File: src/rtl/wdog_pkg.sv
package wdog_pkg;
  typedef enum logic {
    SRC_INSN = 1'b0,
    SRC_SLOW = 1'b1
  } wd_src_e;

  localparam int WD_SEL_W = 3;
endpackage

File: src/rtl/wdog_tick_sel.sv
module wdog_tick_sel
  import wdog_pkg::*;
#(
  parameter int INSN_DIV = 4
) (
  input  logic clk,
  input  logic rst,
  input  logic src_sel,
  input  logic slow_tick,
  input  logic halted,
  output logic tick
);
  localparam int PH_W = (INSN_DIV > 1) ? $clog2(INSN_DIV) : 1;
  localparam logic [PH_W-1:0] PH_LAST = PH_W'(INSN_DIV - 1);

  logic [PH_W-1:0] phase;
  logic            insn_tick;

  // instruction clock phase stops with the system clock during halt
  always_ff @(posedge clk) begin
    if (rst) begin
      phase <= '0;
    end else if (!halted) begin
      phase <= (phase == PH_LAST) ? '0 : phase + 1'b1;
    end
  end

  assign insn_tick = (phase == PH_LAST) && !halted;

  always_comb begin
    if (wd_src_e'(src_sel) == SRC_SLOW) tick = slow_tick;
    else                                tick = insn_tick;
  end

  AST_INSN_FROZEN: assert property (@(posedge clk) disable iff (rst)
    (halted && !src_sel) |=> $stable(phase));
endmodule

File: src/rtl/wdog_clear_ctl.sv
module wdog_clear_ctl (
  input  logic clk,
  input  logic rst,
  input  logic en,
  input  logic dual,
  input  logic clr_one,
  input  logic clr_a,
  input  logic clr_b,
  input  logic other_clr,
  output logic clr_ok
);
  logic seen_a, seen_b;

  always_comb begin
    if (!en)       clr_ok = 1'b0;
    else if (dual) clr_ok = (clr_a || seen_a) && (clr_b || seen_b);
    else           clr_ok = clr_one;
  end

  always_ff @(posedge clk) begin
    if (rst || clr_ok || other_clr) begin
      seen_a <= 1'b0;
      seen_b <= 1'b0;
    end else if (en && dual) begin
      seen_a <= seen_a || clr_a;
      seen_b <= seen_b || clr_b;
    end
  end

  AST_ARMS_DROP: assert property (@(posedge clk) disable iff (rst)
    clr_ok |=> (!seen_a && !seen_b));
endmodule

File: src/rtl/wdog_divider.sv
module wdog_divider #(
  parameter int BASE_W = 16,
  parameter int SEL_W  = 3
) (
  input  logic             clk,
  input  logic             rst,
  input  logic             clear,
  input  logic             tick,
  input  logic [SEL_W-1:0] sel,
  output logic             wrap
);
  localparam int PRE_W = (1 << SEL_W) - 1;

  logic [BASE_W-1:0] base_cnt;
  logic [PRE_W-1:0]  pre_cnt;
  logic [PRE_W-1:0]  pre_lim;
  logic              base_full;
  logic              pre_full;

  assign pre_lim   = {PRE_W{1'b1}} >> (PRE_W - int'(sel));
  assign base_full = &base_cnt;
  assign pre_full  = (pre_cnt == pre_lim);
  assign wrap      = tick && base_full && pre_full && !clear;

  always_ff @(posedge clk) begin
    if (clear) begin
      base_cnt <= '0;
      pre_cnt  <= '0;
    end else if (tick) begin
      base_cnt <= base_cnt + 1'b1;
      if (base_full) pre_cnt <= pre_full ? '0 : pre_cnt + 1'b1;
    end
  end

  AST_CLEAR_ZERO: assert property (@(posedge clk) disable iff (rst)
    clear |=> (base_cnt == '0 && pre_cnt == '0));
  AST_HOLD_NO_TICK: assert property (@(posedge clk) disable iff (rst)
    (!clear && !tick) |=> ($stable(base_cnt) && $stable(pre_cnt)));
endmodule

File: src/rtl/wdog_guard.sv
module wdog_guard
  import wdog_pkg::*;
#(
  parameter int BASE_W   = 16,
  parameter int INSN_DIV = 4
) (
  input  logic                clk,
  input  logic                rst,
  input  logic                wdt_en,
  input  logic                src_sel,
  input  logic                dual_clr,
  input  logic [WD_SEL_W-1:0] pre_sel,
  input  logic                slow_tick,
  input  logic                clr_one,
  input  logic                clr_a,
  input  logic                clr_b,
  input  logic                halt_cmd,
  input  logic                halted,
  output logic                chip_rst_req,
  output logic                warm_rst_req,
  output logic                timeout_evt
);
  logic tick, clr_ok, wrap, cnt_clear;

  wdog_tick_sel #(.INSN_DIV(INSN_DIV)) u_tick (
    .clk(clk), .rst(rst), .src_sel(src_sel), .slow_tick(slow_tick),
    .halted(halted), .tick(tick)
  );

  wdog_clear_ctl u_clr (
    .clk(clk), .rst(rst), .en(wdt_en), .dual(dual_clr),
    .clr_one(clr_one), .clr_a(clr_a), .clr_b(clr_b),
    .other_clr(halt_cmd || wrap), .clr_ok(clr_ok)
  );

  // a disabled watchdog is held at zero, so it can never wrap
  assign cnt_clear = rst || !wdt_en || clr_ok || halt_cmd;

  wdog_divider #(.BASE_W(BASE_W), .SEL_W(WD_SEL_W)) u_div (
    .clk(clk), .rst(rst), .clear(cnt_clear), .tick(tick),
    .sel(pre_sel), .wrap(wrap)
  );

  always_ff @(posedge clk) begin
    if (rst) begin
      chip_rst_req <= 1'b0;
      warm_rst_req <= 1'b0;
      timeout_evt  <= 1'b0;
    end else begin
      chip_rst_req <= wrap && !halted;
      warm_rst_req <= wrap && halted;
      timeout_evt  <= wrap;
    end
  end

  AST_DISABLED_QUIET: assert property (@(posedge clk) disable iff (rst)
    !wdt_en |=> !timeout_evt);
  AST_PULSE_SINGLE: assert property (@(posedge clk) disable iff (rst)
    timeout_evt |=> !timeout_evt);
endmodule

File: config.mk
export PLATFORM = sky130hd
export DESIGN_NAME = wdog_guard
export DESIGN_NICKNAME = d
export VERILOG_FILES = /design/src/rtl/wdog_pkg.sv /design/src/rtl/wdog_tick_sel.sv /design/src/rtl/wdog_clear_ctl.sv /design/src/rtl/wdog_divider.sv /design/src/rtl/wdog_guard.sv
export SDC_FILE = /design/constraint.sdc
export NUM_CORES = 1
export LEC_CHECK = 0
export BUFFER_PORTS_ARGS = -buffer_cell sky130_fd_sc_hd__buf_2
export CAP_MARGIN = 15
export CORE_ASPECT_RATIO = 0.5
export CORE_UTILIZATION = 25
export CTS_BUF_LIST = sky130_fd_sc_hd__clkbuf_4
export DETAILED_ROUTE_END_ITERATION = 10
export GPL_ROUTABILITY_DRIVEN = 1
export PLACE_DENSITY_LB_ADDON = 0.25
export RECOVER_POWER = 50
export REMOVE_ABC_BUFFERS = 1
export SETUP_SLACK_MARGIN = 0.5
export SYNTH_ARGS = -nofsm -noshare
export SYNTH_HDL_FRONTEND = slang
export SYNTH_SLANG_ARGS = --single-unit
File: constraint.sdc
create_clock -name clk -period 2.3 [get_ports clk]
set_input_delay 0.115 -clock clk [delete_from_list [all_inputs] [get_ports clk]]
set_output_delay 0.115 -clock clk [all_outputs]
set_load 0.02 [all_outputs]
==> impl_metrics.csv <==
group,metric,value,unit
drt,wl_per_cell,11.4,um
worst_setup_path,reg2reg_depth,8,
clocking,numClockSinks,30,
sta,finalCriticalPeriod,1.93,ns
pwr,p_comb_share,7.8,%
worst_setup_path,slowest_stage,"dfxtp_1",
worst_setup_path,cp.depth,8,
sta,setup_viol,0,
place,dpl_worst_slack,0.199,ns
synthesis,ys_top_cells_by_area,"dfxtp_1 39%, xnor2_1 6.8%, nor2_1 6.1%",
sta,timing.final.crit_share,83.8,%
synthesis,yosysMostFrequentCell,"dfxtp_1",
drt,drtIter0Drc,43,
drt,drcViolationCount,0,
worst_setup_path,end_kind,"flop",
floorplan,die_y,57.7,um
sta,fmax,0.519,GHz
pwr,p_int,0.000657,W
final_layout,syn_to_final_growth,25.5,%
clocking,cts-root-buf,"clkbuf_4",
synthesis,synthFlopType,"dfxtp_1",
final_layout,nets,225,
sta,worst_clock_skew,0.00946,ns
worst_setup_path,crit_family,"simple AND/OR/NAND/NOR gates",
sta,drv_slew,0,
pwr,switchingPower,0.000211,W
grt,grt_pass1_wl,5.18,mm
worst_setup_path,worstPathCellList,"ha_4, nor3b_4, buf_4, o211ai_1, or3_4, o41ai_4, buf_6, nor2_1",
place,dpl.cell_count,272,
synthesis,syn_inst,175,
clocking,htree_levels,2,
synthesis,synth_cell_types,42,
synthesis,netlist_area,1550,um2
worst_setup_path,crit_buf_inv,2,
grt,globalRoute.totalOverflow,0,
synthesis,ys_seq_area_share,38.7,%
sta,rsz0062_at_grt,"true",
sta,tightest_slew,0.748,ns
floorplan,start_util,27.1,%
synthesis,yosysWarnings,0,
floorplan,die_x,113,um
outcome,outcome,"completed",
worst_hold_path,holdCritPathClass,"in -> reg",
clocking,clk_latency,0.32,ns
final_layout,layoutNonFillerInstCount,291,
synthesis,ys_ff_latch,30,
drt,route.antenna.remaining_nets,0,
drt,routed_wl,3.32,mm
sta,hold_viol_final,0,
clocking,clk_pin_slew,0.09,ns
worst_setup_path,cp.arrival,2.14,ns
pwr,swShare,24.3,%
sta,max_slew_margin,50.1,%
place,hpwl,2.25,mm
drt,vias,1343,
job,drv_cap,0,
pwr,power.leakage,0.638,nW
place,gp_congestion,0.706,
clocking,cts_buffer_depth,2,
worst_setup_path,worst_path_largest_cell_delay,0.39,ns
pwr,powerDensity,446,nW/um2
synthesis,synth_top_area_share,38.7,%
sta,setup_slack,0.373,ns
clocking,tritoncts,"done",
drt,dr.pass1.iters,4,
worst_hold_path,min_path_cells,3,
synthesis,async_reset_ff_share,0,%
floorplan,core-area,5730,um2
final_layout,n_antenna_cell,0,
sta,tns,0,ns
final_layout,layout-drive-gt1-share,30.0,%
grt,antenna_found_initial,0,
grt,grt_max_degree,17,
floorplan,std_cell_rows,19,
pwr,vdd_drop_max,0.115,mV
pwr,power_frac_seq,60.5,%
clocking,cts_buffers,5,
worst_setup_path,required,2.52,ns
synthesis,yosysTopAreaCell,"dfxtp_1",
pwr,power_frac_clock,31.6,%
synthesis,synth_common_cells,"30 x dfxtp_1, 25 x nor2_1, 12 x xnor2_1",
floorplan,io_pins,17,
synthesis,synth_edf_count,0,
worst_setup_path,crit_fanout,7,
synthesis,syn_avg_cell_area,8.86,um2
drt,avgViaCountPerCell,4.62,
worst_setup_path,startpoint_type,"flop",
floorplan,die_area,6540,um2
grt,grtUsageTotal,10.3,%
place,portBuffers,16,
worst_setup_path,worstSetupPathType,"reg -> reg",
grt,grt_pass1_vias,1185,
==> registers in the layout, indices dropped and copies added, names as in the netlist <==
register / cells
u_clr.seen_b: 1
timeout_evt: 1
u_tick.phase: 2
u_clr.seen_a: 1
warm_rst_req: 1
chip_rst_req: 1
u_div.pre_cnt: 7
u_div.base_cnt: 16
==> layer usage <==
layer	routed length (um)	GRT usage, %
met1	1680	13.4
met2	1460	15.7
met3	124	3.24
met4	53	5.08
met5	0	0
==> power by group through the flow <==
stage / sequential, W / clock, W / combinational [W]
3_3_place_gp: 0.000537 / 0 / 0.0000594
6_report: 0.000525 / 0.000275 / 0.0000681
5_1_grt: 0.000526 / 0.000306 / 0.0000749
3_5_place_dp: 0.000537 / 0 / 0.0000605
2_1_floorplan: 0.000537 / 0 / 0.0000337
4_1_cts: 0.000525 / 0.000289 / 0.0000659
==> placed cells by master, fill, tap and decap left out, drive strengths merged, types with 4 or more instances in the layout <==
cell and instances:
dfxtp 30, buf 26, nor2 25, xnor2 12
nand3 10, clkbuf 10, nand2 9, nor3 8
a21oi 7, o21ai 6, or3 6, xor2 5
a31oi 5, inv 4, and4 4
==> area by class of cell <==
class | count | area [um2]
Inverter | 4 | 15.0
Clock inverter | 1 | 3.75
Clock buffer | 5 | 37.5
Multi-Input combinational cell | 135 | 971
Fill cell | 601 | 3780
Sequential cell | 30 | 614
Timing Repair Buffer | 32 | 199
Tap cell | 84 | 105
==> path summary, 6_finish.rpt <==
check,from,end,slack [ns]
worst max-delay path,u_tick.phase[1],u_div.pre_cnt[0],0.37
worst min-delay path,halt_cmd,u_clr.seen_b,0.12
worst max register to register,u_tick.phase[1],u_div.pre_cnt[0],0.37
worst min register to register,u_div.base_cnt[6],u_div.base_cnt[6],0.49
==> through the flow <==
step	util [%]	power, W	area [um2]	hold WS, ns
2_1_floorplan	-	0.000570	1530	0.187
3_3_place_gp	30.3	0.000596	1740	0.340
3_5_place_dp	30.3	0.000598	1740	0.346
4_1_cts	32.8	0.000880	1880	0.0868
5_1_grt	34.0	0.000907	1950	0.111
6_report	34.0	0.000868	1950	0.117
==> worst register-to-register path, delay by kind of cell (launching register included) <==
kind,cells,cell delay [ns]
buf+inv,2,0.33
flops,1,0.39
simple gates,3,0.62
compound gates,2,0.34
fa+ha+maj,1,0.15
==> timing repair <==
action / 4_1_cts / 5_1_grt
hold buffers: 1 / 0
pin swaps: 10 / 11
endpoints found under the hold margin: 2 / 0
setup buffers: 10 / 2
resized for setup: 7 / 20
endpoints found under the setup margin: 18 / 19
==> cell families (layout without fill, tap and decap cells) <==
family	Yosys count	after routing	share of synthesized area [%]
compound gates	27	27	13.5
mux	3	3	1.94
fa+ha+maj	3	3	2.42
simple gates	85	85	31.4
buf+inv	10	42	2.42
xor+xnor	17	17	9.60
flops	30	30	38.7
No activity file was read; power rests on OpenSTA's default activity.
